### src/rtl/sram_ctrl_pkg.sv
package sram_ctrl_pkg;

    typedef enum logic [2:0] {
        ST_IDLE,
        ST_RD_WAIT,
        ST_WR_ADDR,
        ST_WR_PULSE,
        ST_WR_HOLD,
        ST_TURN
    } ctrl_state_e;

    typedef struct packed {
        logic ce_n;
        logic oe_n;
        logic we_n;
        logic dq_oe;
    } pin_set_t;

    localparam pin_set_t PINS_QUIET = '{ce_n: 1'b1, oe_n: 1'b1, we_n: 1'b1, dq_oe: 1'b0};

    // Whole clocks covering a time, never below one.
    function automatic int unsigned cycles_for(input int unsigned t_ps, input int unsigned clk_ps);
        int unsigned c;
        c = (t_ps + clk_ps - 1) / clk_ps;
        return (c == 0) ? 1 : c;
    endfunction

    function automatic int unsigned max_u(input int unsigned a, input int unsigned b);
        return (a > b) ? a : b;
    endfunction

endpackage

### src/rtl/sram_cycle_timer.sv
module sram_cycle_timer #(
    parameter int unsigned CNT_W = 2
) (
    input  logic             clk,
    input  logic             rst_n,
    input  logic             load,
    input  logic [CNT_W-1:0] load_val,
    output logic             done
);
    logic [CNT_W-1:0] cnt_q;

    always_ff @(posedge clk or negedge rst_n) begin
        if (!rst_n) begin
            cnt_q <= '0;
        end else if (load) begin
            cnt_q <= load_val;
        end else if (cnt_q != '0) begin
            cnt_q <= cnt_q - 1'b1;
        end
    end

    assign done = (cnt_q == '0);
endmodule

### src/rtl/sram_req_latch.sv
module sram_req_latch #(
    parameter int unsigned ADDR_W = 19,
    parameter int unsigned DATA_W = 8
) (
    input  logic              clk,
    input  logic              rst_n,
    input  logic              capture,
    input  logic [ADDR_W-1:0] addr_in,
    input  logic [DATA_W-1:0] data_in,
    output logic [ADDR_W-1:0] addr_q,
    output logic [DATA_W-1:0] data_q
);
    always_ff @(posedge clk or negedge rst_n) begin
        if (!rst_n) begin
            addr_q <= '0;
            data_q <= '0;
        end else if (capture) begin
            addr_q <= addr_in;
            data_q <= data_in;
        end
    end
endmodule

### src/rtl/sram_pin_reg.sv
module sram_pin_reg
    import sram_ctrl_pkg::*;
(
    input  logic     clk,
    input  logic     rst_n,
    input  pin_set_t pins_d,
    output pin_set_t pins_q
);
    always_ff @(posedge clk or negedge rst_n) begin
        if (!rst_n) begin
            pins_q <= PINS_QUIET;
        end else begin
            pins_q <= pins_d;
        end
    end
endmodule

### src/rtl/sram_rd_capture.sv
module sram_rd_capture #(
    parameter int unsigned DATA_W = 8
) (
    input  logic              clk,
    input  logic              rst_n,
    input  logic              capture,
    input  logic [DATA_W-1:0] dq_in,
    output logic [DATA_W-1:0] rdata,
    output logic              valid
);
    always_ff @(posedge clk or negedge rst_n) begin
        if (!rst_n) begin
            rdata <= '0;
            valid <= 1'b0;
        end else begin
            valid <= capture;
            if (capture) begin
                rdata <= dq_in;
            end
        end
    end
endmodule

### src/rtl/sram_async_ctrl.sv
module sram_async_ctrl
    import sram_ctrl_pkg::*;
#(
    parameter int unsigned ADDR_W        = 19,
    parameter int unsigned DATA_W        = 8,
    parameter int unsigned CLK_PERIOD_PS = 10000,
    parameter int unsigned T_WP_PS       = 8000,
    parameter int unsigned T_DS_PS       = 5000,
    parameter int unsigned T_AA_PS       = 10000
) (
    input  logic              clk,
    input  logic              rst_n,
    input  logic              req_valid,
    output logic              req_ready,
    input  logic              req_write,
    input  logic [ADDR_W-1:0] req_addr,
    input  logic [DATA_W-1:0] req_wdata,
    output logic              rsp_valid,
    output logic [DATA_W-1:0] rsp_rdata,
    output logic              mem_ce_n,
    output logic              mem_oe_n,
    output logic              mem_we_n,
    output logic [ADDR_W-1:0] mem_addr,
    output logic [DATA_W-1:0] mem_dq_out,
    output logic              mem_dq_oe,
    input  logic [DATA_W-1:0] mem_dq_in
);
    localparam int unsigned WE_CYCLES    = cycles_for(T_WP_PS, CLK_PERIOD_PS);
    localparam int unsigned SETUP_CYCLES = cycles_for(T_DS_PS, CLK_PERIOD_PS);
    localparam int unsigned READ_CYCLES  = cycles_for(T_AA_PS, CLK_PERIOD_PS);
    // Data is driven only while the strobe is low, so the pulse must also cover setup.
    localparam int unsigned PULSE_CYCLES = max_u(WE_CYCLES, SETUP_CYCLES);
    localparam int unsigned CNT_MAX      = max_u(PULSE_CYCLES, READ_CYCLES);
    localparam int unsigned CNT_W        = $clog2(CNT_MAX + 1);
    localparam logic [CNT_W-1:0] PULSE_LD = CNT_W'(PULSE_CYCLES - 1);
    localparam logic [CNT_W-1:0] READ_LD  = CNT_W'(READ_CYCLES - 1);

    ctrl_state_e      state_q, state_d;
    pin_set_t         pins_d, pins_q;
    logic             accept;
    logic             timer_load;
    logic [CNT_W-1:0] timer_val;
    logic             timer_done;
    logic             rd_capture;

    assign req_ready = (state_q == ST_IDLE);
    assign accept    = req_valid && req_ready;

    // Next-state logic
    always_comb begin
        state_d = state_q;
        unique case (state_q)
            ST_IDLE:     if (accept) state_d = req_write ? ST_WR_ADDR : ST_RD_WAIT;
            ST_RD_WAIT:  if (timer_done) state_d = ST_TURN;
            ST_WR_ADDR:  state_d = ST_WR_PULSE;
            ST_WR_PULSE: if (timer_done) state_d = ST_WR_HOLD;
            ST_WR_HOLD:  state_d = ST_TURN;
            ST_TURN:     state_d = ST_IDLE;
            default:     state_d = ST_IDLE;
        endcase
    end

    always_ff @(posedge clk or negedge rst_n) begin
        if (!rst_n) begin
            state_q <= ST_IDLE;
        end else begin
            state_q <= state_d;
        end
    end

    // Output decode: pins for the coming state, registered so the pins never glitch.
    always_comb begin
        pins_d     = PINS_QUIET;
        timer_load = 1'b0;
        timer_val  = PULSE_LD;
        rd_capture = (state_q == ST_RD_WAIT) && timer_done;
        unique case (state_d)
            ST_IDLE:     pins_d = PINS_QUIET;
            ST_RD_WAIT:  pins_d = '{ce_n: 1'b0, oe_n: 1'b0, we_n: 1'b1, dq_oe: 1'b0};
            ST_WR_ADDR:  pins_d = '{ce_n: 1'b0, oe_n: 1'b1, we_n: 1'b1, dq_oe: 1'b0};
            ST_WR_PULSE: pins_d = '{ce_n: 1'b0, oe_n: 1'b1, we_n: 1'b0, dq_oe: 1'b1};
            ST_WR_HOLD:  pins_d = '{ce_n: 1'b0, oe_n: 1'b1, we_n: 1'b1, dq_oe: 1'b1};
            ST_TURN:     pins_d = PINS_QUIET;
            default:     pins_d = PINS_QUIET;
        endcase
        if (state_d != state_q) begin
            if (state_d == ST_WR_PULSE) begin
                timer_load = 1'b1;
                timer_val  = PULSE_LD;
            end else if (state_d == ST_RD_WAIT) begin
                timer_load = 1'b1;
                timer_val  = READ_LD;
            end
        end
    end

    sram_pin_reg u_pins (
        .clk    (clk),
        .rst_n  (rst_n),
        .pins_d (pins_d),
        .pins_q (pins_q)
    );

    sram_cycle_timer #(.CNT_W(CNT_W)) u_timer (
        .clk      (clk),
        .rst_n    (rst_n),
        .load     (timer_load),
        .load_val (timer_val),
        .done     (timer_done)
    );

    sram_req_latch #(.ADDR_W(ADDR_W), .DATA_W(DATA_W)) u_latch (
        .clk     (clk),
        .rst_n   (rst_n),
        .capture (accept),
        .addr_in (req_addr),
        .data_in (req_wdata),
        .addr_q  (mem_addr),
        .data_q  (mem_dq_out)
    );

    sram_rd_capture #(.DATA_W(DATA_W)) u_rdcap (
        .clk     (clk),
        .rst_n   (rst_n),
        .capture (rd_capture),
        .dq_in   (mem_dq_in),
        .rdata   (rsp_rdata),
        .valid   (rsp_valid)
    );

    assign mem_ce_n  = pins_q.ce_n;
    assign mem_oe_n  = pins_q.oe_n;
    assign mem_we_n  = pins_q.we_n;
    assign mem_dq_oe = pins_q.dq_oe;
endmodule

### config.mk
export PLATFORM = sky130hd
export DESIGN_NAME = sram_async_ctrl
export DESIGN_NICKNAME = d
export VERILOG_FILES = /design/src/rtl/sram_ctrl_pkg.sv /design/src/rtl/sram_cycle_timer.sv /design/src/rtl/sram_req_latch.sv /design/src/rtl/sram_pin_reg.sv /design/src/rtl/sram_rd_capture.sv /design/src/rtl/sram_async_ctrl.sv
export SDC_FILE = /design/constraint.sdc
export NUM_CORES = 1
export LEC_CHECK = 0
export ABC_CLOCK_PERIOD_IN_PS = 2000
export CORE_AREA = 2 2 72 74
export CTS_CLUSTER_SIZE = 14
export DETAILED_ROUTE_END_ITERATION = 16
export DIE_AREA = 0 0 74 76
export DONT_BUFFER_PORTS = 1
export REMOVE_ABC_BUFFERS = 1
export SLEW_MARGIN = 40
export SYNTH_ARGS = -nofsm -noshare
export SYNTH_HDL_FRONTEND = slang
export SYNTH_SLANG_ARGS = --single-unit
### constraint.sdc
create_clock -name clk -period 2 [get_ports clk]
set_input_delay 0.1 -clock clk [delete_from_list [all_inputs] [get_ports clk]]
set_output_delay 0.1 -clock clk [all_outputs]
set_load 0.01 [all_outputs]
Word-level counts from Yosys, hierarchy flattened
Cells that the tools add are included.
- equal/unequal tests: 9
- mux-type cells: 11
- bitwise logic cells: 1
- reductions and logical operators: 3
- $add $sub $neg: 1
- operators by type and width (operator ; count):
    $pmux 4 s4 ; 1
    $pmux 3 s5 ; 1
    $eq 3x2->1 const B ; 4
    $mux 3 ; 3
    $eq 3x1->1 const B ; 2
    $eq 3x3->1 const B ; 2
    $mux 1 ; 5
    $logic_not 3->1 ; 1
    $ne 3x3->1 ; 1
    $logic_and 1x1->1 ; 2
    $mux 2 ; 1
    $not 1->1 ; 1
    $sub 1x1->1 const B ; 1
- output and inout bits: 41
- flip-flop bits (word level): 44
- logic and storage cells: 35
- input port bits: 39

Depth between registers and ports, before layout
Gate-level depths: netlist of run 1.
- word-level depth: 9
- depth in mapped cells: 4
- gate-level depth less buffers: 2

Hierarchy
From an unflattened synthesis of run 1, not the netlist that was laid out.
- cell total of the unflattened synthesis: 114
- area, all modules: 1851.8 µm²
- modules (own cells, without submodules) (module ; area each (µm²) ; seq. area each (µm²) ; times used ; cells an instance):
    sram_req_latch ; 1106.1 ; 675.6 ; 1 ; 57
    sram_rd_capture ; 356.6 ; 225.2 ; 1 ; 18
    sram_async_ctrl ; 250.2 ; 75.1 ; 1 ; 32
    sram_pin_reg ; 103.8 ; 103.8 ; 1 ; 4
    sram_cycle_timer ; 35.0 ; 25.0 ; 1 ; 3

Least setup slack after synthesis of run 1
OpenSTA, ideal clock, no wires.
- path type: reg-to-reg
- start point: reg state_q[0]
- end point: reg u_latch.addr_q[10]
- setup time: 0.125 ns
- path buffers: 2
- period minus slack after synthesis: 1.662 ns
- setup slack: 0.338 ns
- arrival time: 1.537 ns
- cell stages (with the launch flop): 5
- required time: 1.875 ns
- path through: dfrtp_1 buf_2 nor4b_4 buf_6 mux2_2
- cells in the longest elaborated chain, start to end: 2
- ends and longest elaborated chain (item ; RTL line ; RTL):
    start, declared ; sram_async_ctrl.sv:38 ; ctrl_state_e state_q, state_d;
    start signal, assigned ; sram_async_ctrl.sv:67 ; state_q <= state_d;
    $logic_not 3->1 ; sram_async_ctrl.sv:46 ; assign req_ready = (state_q == ST_IDLE);
    $logic_and 1x1->1 ; sram_async_ctrl.sv:47 ; assign accept = req_valid && req_ready;
    end signal, assigned ; sram_req_latch.sv:18 ; addr_q <= addr_in;
    end, declared ; sram_req_latch.sv:10 ; output logic [ADDR_W-1:0] addr_q,
No other way between the ends.
A chain may end at the register's enable or synchronous reset.

==> metrics, run 1 <==
number of buffers on the longest clock path 2; total standard cell area after synthesis 1640 sq um; global routing usage on met3 5.16%; Tcrit/Tclk final 89.8%; top post-synthesis cells by area sky130_fd_sc_hd__dfrtp_1 (61%), sky130_fd_sc_hd__mux2_2 (24%), sky130_fd_sc_hd__dfstp_2 (4.8%); peak per-stage delay on the critical path 0.58 ns; die boundary width 74 um; vias in the first global route 1083; setup clock skew after layout 0.00621 ns; hold violation total from the final report 0; sum of internal, switching and leakage power 3.13 mW; number of antenna violations at the first check in global routing 0; biggest area consumer among synthesized cells sky130_fd_sc_hd__dfrtp_1; number of detailed-routing iterations run before antenna repair 3; overall track demand over capacity in global routing 11.5%; number of I/O port buffers 0; worst slew margin relative to its limit 63.7%; number of buffers inserted during clock tree synthesis 5; portion of synthesized cell area occupied by the leading cell type 61.0%; max frequency 557 MHz; Required @ worst endpoint 2.22 ns; Row Count 26; Yosys Warn Count 0; buffer type at the clock tree root sky130_fd_sc_hd__clkbuf_8; aggregate negative setup slack 0 ns; pin count of the biggest net entering global routing 44; Initial DRC Count 9; final critical path time including I/O delays and setup 1.80 ns; data arrival time of the critical path 2.01 ns; CTS tree done; initial core utilization 33.4%; flip-flop and latch count after synthesis 43; routed len/inst 14.6 um; Setup crit start kind register; dpl cells 166; post-placement worst setup slack 0.328 ns; final weighted congestion of routability-driven global placement 0.696; most used cells in the layout excluding fill and tap cells sky130_fd_sc_hd__dfrtp_1 (40), sky130_fd_sc_hd__dlygate4sd3_1 (39), sky130_fd_sc_hd__mux2_2 (35), sky130_fd_sc_hd__clkbuf_8 (7), sky130_fd_sc_hd__dfstp_2 (3); leading cell type in the layout, fill and taps excluded sky130_fd_sc_hd__dfrtp_1; critical path cell sequence nor3_1 > nand3b_1 > dlygate4sd3_1; start-to-end type of the worst setup path reg -> reg; Slew Limit Fails 0; post-CTS sizing 0; class of the tightest hold or removal check in -> reg; half-perimeter wire length after detailed placement 1970 um; via count 985; Syn Inst Count 100; setup repair after global routing missed its margin no; Power Density 1420 nW/um^2; clock sinks 43; worst skew pair latency 0.29 ns; DRC errors left 0; Max rail drop VDD 0.392 mV; die area 5620 sq um; final net count 182; io pins 80; sequential fraction of the synthesis area 65.8%; LEAKAGE 0.909 nW; Placeable Area 4910 sq um; post-layout worst setup margin 0.203 ns; outcome finished, final reports clean; Worst Max-Slew Pin Slew 0.540 ns; clock transition at the registers of the reported paths 0.08 ns; antenna diode count 0; synthesis-to-finish area growth 34.4%; number of endpoints failing setup at the final stage 0; number of routed nets with antenna violations 0; number of H-tree levels 2; largest fanout on the critical path 9; ratio of cells with drive above 1 in the final layout 34.0%; overall routed net length 3130 um; area of placed instances 1690 sq um; endpoint type of the worst setup path register; met2 global-route usage 19.6%; first-pass GRT wire length 4860 um; non-filler instance count after layout 214; global-route layer with the greatest usage met2; post-detailed-route via-to-cell ratio 4.60; final design area excluding fillers 2200 sq um; met1 Track Usage GR 11.9%; MaxCap Viol Count 0; number of distinct library cells after synthesis 17; crit path max-delay cell type sky130_fd_sc_hd__dlygate4sd3_1; leftover overflow at the end of global routing 0; floorplan die height 76 um; mean instance size in the synthesized netlist 16.4 sq um
==> state kept, by name, summed over array words and instances (netlist names) <==
register	flops
u_rdcap.rdata	8
u_latch.addr_q	19
u_latch.data_q	8
state_q	3
u_rdcap.valid	1
u_pins.pins_q	4
==> power breakdown <==
part | internal (mW) | switching [mW] | leakage (nW) | total [mW]
Sequential | 1.29 | 0.497 | 0.509 | 1.79
Clock | 0.315 | 0.264 | 0.0515 | 0.579
Combinational | 0.504 | 0.257 | 0.348 | 0.761
==> layout make-up <==
class / count / area (sq um)
tap: 70 / 87.6
timing repair buffer: 42 / 425
clock buffer: 8 / 100
fill: 431 / 2710
sequential: 43 / 1080
multi-input combinational: 51 / 512
==> cells by family (layout without fill, tap and decap cells) <==
group | count (synthesis) | after routing | synth area share (%)
AO/OA/AOI/OAI | 3 | 3 | 1.07
flip-flops | 43 | 43 | 65.8
adder cells (fa/ha/maj) | 1 | 1 | 0.610
multiplexers | 36 | 36 | 24.7
buffers and inverters | 6 | 50 | 2.97
AND/OR/NAND/NOR | 11 | 11 | 4.81
==> repair_timing <==
| item | CTS | global route |
|---|---|---|
| endpoints found under the setup margin | 0 | 0 |
| hold buffers | 40 | 0 |
| hold endpoints to repair | 82 | 0 |
| buffers inserted | 0 | 0 |
==> metrics by stage <==
stage	utilization (%)	hold slack (ns)
after floorplan	-	-0.196
after global placement	34.5	-0.195
after detailed placement	34.5	-0.195
after CTS	44.9	0.0148
after global routing	44.9	0.0489
final	44.9	0.0207
==> synth_stat cells <==
cell type and count:
sky130_fd_sc_hd__mux2_2 35, sky130_fd_sc_hd__maj3_1 1, sky130_fd_sc_hd__nor3_1 2, sky130_fd_sc_hd__nand2b_1 1, sky130_fd_sc_hd__buf_2 3, sky130_fd_sc_hd__nor4b_4 1
sky130_fd_sc_hd__dfrtp_1 40, sky130_fd_sc_hd__nor2b_1 2, sky130_fd_sc_hd__nor3b_1 1, sky130_fd_sc_hd__nor2_1 2, sky130_fd_sc_hd__buf_6 3, sky130_fd_sc_hd__nand3b_1 1
sky130_fd_sc_hd__mux2_1 1, sky130_fd_sc_hd__o21bai_1 1, sky130_fd_sc_hd__a21oi_1 2, sky130_fd_sc_hd__dfstp_2 3, sky130_fd_sc_hd__nand2_1 1
==> metal layers <==
layer / up-vias / share of wire, % / routed length [um]
met2: 63 / 51 / 1600
met5: - / 0 / 0
met1: 486 / 36 / 1140
met3: 6 / 11 / 336
met4: 0 / 1.7 / 53
li1: 430 / - / -
==> critical path: cells and delay by family (launching register included) <==
family	cells	cell delay, ns
and+or+nand+nor	2	0.65
buffers and inverters	1	0.58
DFF	1	0.50
==> final timing paths <==
kind                       slack, ns  depth (start not counted)              start           endpoint
max in group asynchronous       1.46                          2              rst_n   u_pins.pins_q[3]
min in group asynchronous       0.29                          2              rst_n         state_q[0]
max                             0.20                          3         state_q[2]   u_pins.pins_q[2]
max reg2reg                     0.20                          3         state_q[2]   u_pins.pins_q[2]
min reg2reg                     0.57                          1  u_latch.addr_q[9]  u_latch.addr_q[9]
min                             0.02                          2          req_valid         state_q[1]
Note: power is estimated with default switching activity, not from simulation.
==> run 2, diff against run 1 <==
--- a/config.mk
+++ b/config.mk
@@ -6,11 +6,15 @@
 export NUM_CORES = 1
 export LEC_CHECK = 0
 export ABC_CLOCK_PERIOD_IN_PS = 2000
+export CELL_PAD_IN_SITES_DETAIL_PLACEMENT = 1
+export CELL_PAD_IN_SITES_GLOBAL_PLACEMENT = 2
 export CORE_AREA = 2 2 72 74
 export CTS_CLUSTER_SIZE = 14
 export DETAILED_ROUTE_END_ITERATION = 16
 export DIE_AREA = 0 0 74 76
 export DONT_BUFFER_PORTS = 1
+export PLACE_DENSITY_LB_ADDON = 0.1
+export RECOVER_POWER = 100
 export REMOVE_ABC_BUFFERS = 1
 export SLEW_MARGIN = 40
 export SYNTH_ARGS = -nofsm -noshare
==> metrics, run 2 (synthesis gave the netlist of run 1 again) <==
routed len/inst 15.2 um (+4.3%); post-layout worst setup margin 0.248 ns (+0.0446 ns); number of buffers added for setup after CTS 0 (unchanged); sum of internal, switching and leakage power 2.99 mW (-4.4%); start-to-end type of the worst setup path reg -> reg; final standard cell utilization of the core 43.7% (-1.1 points); number of hold-repair buffers added at the cts stage 40 (unchanged); largest fanout on the critical path 9 (unchanged); Filler Cells Inserted 495 (+15%); outcome finished, final reports clean; max frequency 571 MHz (+2.5%); leftover overflow at the end of global routing 0 (unchanged); die area 5620 sq um (unchanged); data arrival time of the critical path 1.97 ns (-0.04 ns); Power Density 1390 nW/um^2 (-1.9%); final net count 183 (+0.55%); CTS tree done; area of placed instances 1700 sq um (+0.44%); startpoint of the lowest-slack hold path req_write; pin count of the biggest net entering global routing 44 (unchanged); LEAKAGE 0.880 nW (-3.2%); Hold Path Stages 2 (unchanged); final critical path time including I/O delays and setup 1.75 ns (-0.0446 ns); aggregate negative setup slack 0 ns (unchanged); synthesis-to-finish area growth 31.0%; vias in the first global route 1103 (+1.8%); via count 962 (-2.3%); MaxCap Viol Count 0 (unchanged); Slew Limit Fails 0 (unchanged); number of cells traversed by the worst register-to-register path 3 (unchanged); non-filler instance count after layout 213 (-0.47%); number of endpoints failing setup at the final stage 0 (unchanged); final design area excluding fillers 2150 sq um (-2.6%); number of routed nets with antenna violations 0 (unchanged); endpoint with the worst hold slack state_q[1]; endpoint type of the worst setup path register; initial core utilization 33.4% (unchanged); critical register-to-register path startpoint state_q[2]; clock sinks 43 (unchanged); ratio of cells with drive above 1 in the final layout 30.1% (-4.0 points); final weighted congestion of routability-driven global placement 0.645 (-7.3%); first-pass GRT wire length 5210 um (+7.2%); worst reg2reg path endpoint u_pins.pins_q[2]; number of detailed-routing iterations run before antenna repair 2 (-1); dpl cells 167 (+0.60%); half-perimeter wire length after detailed placement 1960 um (-0.83%); global-route layer with the greatest usage met2; class of the tightest hold or removal check in -> reg; Tcrit/Tclk final 87.6% (-2.2 points); floorplan die height 76 um (unchanged); die boundary width 74 um (unchanged); setup clock skew after layout 0.00517 ns (-0.00104 ns); overall track demand over capacity in global routing 12.4% (+0.96 points); critical path cell sequence nor3_1 > nand3b_1 > dlygate4sd3_1; number of buffers on the longest clock path 2 (unchanged); number of antenna violations at the first check in global routing 0 (unchanged); crit path max-delay cell type sky130_fd_sc_hd__dlygate4sd3_1; most flop-heavy register u_latch.addr_q; worst skew pair latency 0.28 ns (about the same); post-detailed-route via-to-cell ratio 4.52 (-1.9%); DRC errors left 0 (unchanged); post-placement worst setup slack 0.403 ns (+0.0748 ns); number of H-tree levels 2 (unchanged); hold violation total from the final report 0 (unchanged); flip-flop count of the largest register after layout 19 (unchanged); worst hold slack 0.0391 ns (+0.0184 ns); io pins 80 (unchanged); registers with the most flip-flops u_latch.addr_q (19), u_latch.data_q (8), u_rdcap.rdata (8); overall routed net length 3240 um (+3.8%); worst-case register-to-register setup slack 0.25 ns (+0.04 ns); clock transition at the registers of the reported paths 0.07 ns (about the same); global routing usage on met3 6.75% (+1.6 points); Row Count 26 (unchanged); met2 global-route usage 20.6% (+0.98 points); Required @ worst endpoint 2.21 ns (about the same); WP buf/inv 1 (unchanged); Placeable Area 4910 sq um (unchanged); buffer type at the clock tree root sky130_fd_sc_hd__clkbuf_8; antenna diode count 0 (unchanged); number of I/O port buffers 0 (unchanged); peak per-stage delay on the critical path 0.57 ns (about the same); number of buffers inserted during clock tree synthesis 5 (unchanged); Initial DRC Count 29 (+20); Setup crit start kind register; Max rail drop VDD 0.506 mV (+29%); met1 Track Usage GR 13.2% (+1.2 points); category of cells accounting for the largest share of critical-path delay simple AND/OR/NAND/NOR gates; Worst Max-Slew Pin Slew 1.04 ns (+0.497 ns); leading cell type in the layout, fill and taps excluded sky130_fd_sc_hd__dfrtp_1; post-CTS sizing 0 (unchanged); worst slew margin relative to its limit 30.9% (-33 points); most used cells in the layout excluding fill and tap cells sky130_fd_sc_hd__dfrtp_1 (40), sky130_fd_sc_hd__dlygate4sd3_1 (39), sky130_fd_sc_hd__mux2_2 (35), sky130_fd_sc_hd__clkbuf_8 (5), sky130_fd_sc_hd__dfstp_1 (3); setup repair after global routing missed its margin no
run 2: cell type report:
cell class	count	area (sq um)	share of cell area [%]
Multi-Input combinational cell	51	497	23.1
Timing Repair Buffer	43	412	19.2
Sequential cell	43	1080	50.3
Clock buffer	6	72.6	3.38
Tap cell	70	87.6	4.08
run 2: worst register-to-register path, cell delays in order (launching register included):
cell                            delay, ns
sky130_fd_sc_hd__dfrtp_1             0.48
sky130_fd_sc_hd__nor3_1              0.50
sky130_fd_sc_hd__nand3b_1            0.13
sky130_fd_sc_hd__dlygate4sd3_1       0.57
run 2: worst max-delay path by stage:
stage,startpoint,end,slack [ns],cells after the start
CTS,state_q[2],u_pins.pins_q[2],0.22,3
detailed placement,state_q[2],u_latch.addr_q[17],0.40,3
global route,state_q[2],u_latch.data_q[0],0.10,3
floorplan,state_q[2],u_latch.addr_q[0],-0.05,2
global placement,state_q[2],u_latch.addr_q[12],0.44,3
finish,state_q[2],u_pins.pins_q[2],0.25,3
run 2: where the power goes:
part	switching (mW)	internal, mW	total, mW
clock network	0.246	0.232	0.479
logic	0.247	0.486	0.732
registers	0.490	1.29	1.78
total	0.984	2.01	2.99
run 2: layer usage:
layer | vias to the layer above | part of all wire, %
li1 | 430 | -
met1 | 475 | 36
met2 | 53 | 52
met3 | 4 | 11
met4 | 0 | 0.89
met5 | - | 0
==> run 3, diff against run 2 <==
--- a/config.mk
+++ b/config.mk
@@ -8,10 +8,10 @@
 export ABC_CLOCK_PERIOD_IN_PS = 2000
 export CELL_PAD_IN_SITES_DETAIL_PLACEMENT = 1
 export CELL_PAD_IN_SITES_GLOBAL_PLACEMENT = 2
-export CORE_AREA = 2 2 72 74
+export CORE_AREA = 2 2 76 78
 export CTS_CLUSTER_SIZE = 14
 export DETAILED_ROUTE_END_ITERATION = 16
-export DIE_AREA = 0 0 74 76
+export DIE_AREA = 0 0 78 80
 export DONT_BUFFER_PORTS = 1
 export PLACE_DENSITY_LB_ADDON = 0.1
 export RECOVER_POWER = 100
@@ -19,4 +19,5 @@
 export SLEW_MARGIN = 40
 export SYNTH_ARGS = -nofsm -noshare
 export SYNTH_HDL_FRONTEND = slang
+export SYNTH_HIERARCHICAL = 1
 export SYNTH_SLANG_ARGS = --single-unit
==> metrics, run 3 <==
Initial DRC Count 51 (+76%); overall track demand over capacity in global routing 12.8% (+0.40 points); most flop-heavy register u_latch/addr_q; share of synthesized area spent on multiplexers 27.5% (+2.8 points); routed len/inst 16.5 um (+8.3%); async set-or-reset flop fraction in the synthesized netlist 100% (unchanged); Power Density 1420 nW/um^2 (+1.6%); top post-synthesis cells by area sky130_fd_sc_hd__dfrtp_1 (55%), sky130_fd_sc_hd__mux2_4 (23%), sky130_fd_sc_hd__dfstp_2 (4.3%); Slew Limit Fails 0 (unchanged); buffer type at the clock tree root sky130_fd_sc_hd__clkbuf_8; critical register-to-register path startpoint state_q[0]; source of the critical timing path state_q[0]; synthesis-to-finish area growth 21.8%; number of routed nets with antenna violations 0 (unchanged); first-pass GRT wire length 6110 um (+17%); number of antenna violations at the first check in global routing 0 (unchanged); Syn Inst Count 114 (+14%); io pins 80 (unchanged); Primary FF master, synth sky130_fd_sc_hd__dfrtp_1; most numerous cell in the Yosys netlist sky130_fd_sc_hd__dfrtp_1; switching power 1.11 mW (+13%); antenna diode count 0 (unchanged); number of buffers added for setup after CTS 0 (unchanged); worst hold slack 0.0373 ns (-0.00183 ns); switching portion of total power 34.9% (+2.0 points); Tcrit/Tclk final 86.7% (-0.91 points); ratio of cells with drive above 1 in the final layout 14.7% (-15 points); number of detailed-routing iterations run before antenna repair 4 (+2); most used cells in the layout excluding fill and tap cells sky130_fd_sc_hd__dfrtp_1 (41), sky130_fd_sc_hd__dlygate4sd3_1 (36), sky130_fd_sc_hd__mux2_1 (25), sky130_fd_sc_hd__mux2_2 (7); MaxCap Viol Count 0 (unchanged); Placeable Area 5410 sq um (+10%); floorplan die height 80 um (+5.3%); leading cell type in the layout, fill and taps excluded sky130_fd_sc_hd__dfrtp_1; sum of internal, switching and leakage power 3.19 mW (+6.6%); registers with the most flip-flops u_latch/addr_q (19), u_latch/data_q (8), u_rdcap/rdata (8); initial core utilization 34.3% (+0.87 points); critical path cell sequence nor3_4 > and2_0 > buf_12 > mux2_2; synth cell count leaders sky130_fd_sc_hd__dfrtp_1 (41), sky130_fd_sc_hd__mux2_4 (28), sky130_fd_sc_hd__mux2_2 (7); die boundary width 78 um (+5.4%); worst slew margin relative to its limit 27.9% (-2.9 points); Row Count 27 (+3.8%); non-filler instance count after layout 228 (+7.0%); final weighted congestion of routability-driven global placement 0.813 (+26%); number of H-tree levels 2 (unchanged); number of I/O port buffers 0 (unchanged); synthesized-area fraction occupied by adder cells 0% (-0.61 points); Crit path depth 4 (+1); number of distinct library cells after synthesis 24 (+7); final net count 194 (+6.0%); number of buffers on the longest clock path 2 (unchanged); setup repair after global routing missed its margin no; die area 6240 sq um (+11%); endpoint type of the worst setup path register; overall routed net length 3760 um (+16%); hold violation total from the final report 0 (unchanged); final design area excluding fillers 2250 sq um (+5.0%); final critical path time including I/O delays and setup 1.73 ns (-0.0181 ns); clock transition at the registers of the reported paths 0.08 ns (about the same); number of buffers inserted during clock tree synthesis 5 (unchanged); total standard cell area after synthesis 1850 sq um (+13%); biggest area consumer among synthesized cells sky130_fd_sc_hd__dfrtp_1; data arrival time of the critical path 1.91 ns (-0.06 ns); largest fanout on the critical path 27 (+18); dpl cells 183 (+9.6%); setup clock skew after layout 0.00691 ns (+0.00174 ns); outcome finished, final reports clean; peak per-stage delay on the critical path 0.51 ns (-0.06 ns); cell internal power dissipation 2.08 mW (+3.5%); start-to-end type of the worst setup path reg -> reg; capture point of the critical path u_latch/addr_q[18]; area of placed instances 1900 sq um (+12%); Max rail drop VDD 0.551 mV (+8.9%); flip-flop count of the largest register after layout 19 (unchanged); max frequency 577 MHz (+1.0%); Worst Max-Slew Pin Slew 1.08 ns (+0.0438 ns); Yosys Warn Count 6 (+6); part of the power in registers 56.8% (-2.7 points); worst reg2reg path endpoint u_latch/addr_q[18]; worst-case register-to-register setup slack 0.27 ns (+0.02 ns); post-CTS sizing 0 (unchanged); Setup crit start kind register; fraction of the mapped netlist area in simple logic gates 4.86% (+0.059 points); pin count of the biggest net entering global routing 45 (+2.3%); clock sinks 44 (+2.3%); worst skew pair latency 0.28 ns (about the same); via count 1022 (+6.2%); vias in the first global route 1188 (+7.7%); half-perimeter wire length after detailed placement 2290 um (+17%); leftover overflow at the end of global routing 0 (unchanged); sequential fraction of the synthesis area 59.7% (-6.2 points); flip-flop and latch count after synthesis 44 (+2.3%); area share of xor/xnor cells in the synthesized design 0% (unchanged); LEAKAGE 0.949 nW (+7.8%); part of the power in the clock network 17.6% (+1.6 points); number of cells traversed by the worst register-to-register path 4 (+1); dominant combinational cell family by area after synthesis multiplexers; post-detailed-route via-to-cell ratio 4.48 (-0.75%); Post-synth EDFFs 0 (unchanged); DRC errors left 0 (unchanged); part of the power in combinational logic 25.6% (+1.1 points); fraction of the mapped netlist area in compound gates 2.36% (+1.3 points); number of hold-repair buffers added at the cts stage 37 (-7.5%); number of endpoints failing setup at the final stage 0 (unchanged); class of the tightest hold or removal check in -> reg; mean instance size in the synthesized netlist 16.2 sq um (-0.97%); Required @ worst endpoint 2.17 ns (-0.04 ns); crit path max-delay cell type sky130_fd_sc_hd__dfrtp_1; CTS tree done; portion of synthesized cell area occupied by the leading cell type 55.4% (-5.6 points); WP buf/inv 1 (unchanged); category of cells accounting for the largest share of critical-path delay simple AND/OR/NAND/NOR gates
-- run 3: final cells by class --
class	count	area, sq um
multi-input cells	61	553
inverters	2	8.76
well taps	72	90.1
clock inverters	1	7.51
clock buffers	7	86.3
flip-flops and latches	44	1100
repair buffers	41	404
fillers	564	3150
-- run 3: how the worst min path moves through the flow --
stage	start	endpoint	slack, ns	depth (start not counted)
floorplan	rst_n	state_q[0]	-0.20	0
global placement	rst_n	u_latch/addr_q[5]	-0.19	0
detailed placement	rst_n	u_latch/addr_q[5]	-0.19	0
CTS	req_valid	state_q[0]	0.02	2
global route	req_valid	u_pins/pins_q[3]	0.03	2
finish	req_valid	state_q[0]	0.04	2
-- run 3: logic make-up (layout without fill, tap and decap cells) --
logic type / after synthesis / in the layout
buffers and inverters: 9 / 51
muxes: 36 / 36
DFF: 44 / 44
other: 1 / 1
AOI/OAI and AO/OA: 7 / 7
and+or+nand+nor: 17 / 17
-- run 3: metal layers --
layer | track usage, % | routed length, um | vias to the layer above
met5 | 0 | 0 | -
met4 | 3.68 | 15 | 0
met3 | 5.32 | 313 | 2
met2 | 22.8 | 2040 | 48
met1 | 14.1 | 1390 | 509
li1 | - | - | 463
-- run 3: power by group through the flow --
stage | sequential [mW] | clock [mW] | combinational, mW
finish | 1.81 | 0.561 | 0.817
global route | 1.87 | 0.645 | 0.911
CTS | 1.84 | 0.601 | 1.14
detailed placement | 1.85 | 0 | 1.06
global placement | 1.85 | 0 | 1.03
floorplan | 1.77 | 0 | 0.877
-- run 3: worst reg2reg max path, stage by stage, from the launching register on --
cell and delay [ns]:
sky130_fd_sc_hd__dfrtp_1 0.51, sky130_fd_sc_hd__nor3_4 0.31, sky130_fd_sc_hd__and2_0 0.23, sky130_fd_sc_hd__buf_12 0.21, sky130_fd_sc_hd__mux2_2 0.37
-- run 3: stage by stage --
stage | worst slack (ns) | utilization (%) | setup TNS (ns)
floorplan | -0.271 | - | -6.35
global placement | 0.304 | 35.1 | 0
detailed placement | 0.253 | 35.1 | 0
CTS | 0.253 | 44.1 | 0
global route | 0.158 | 41.7 | 0
finish | 0.266 | 41.7 | 0
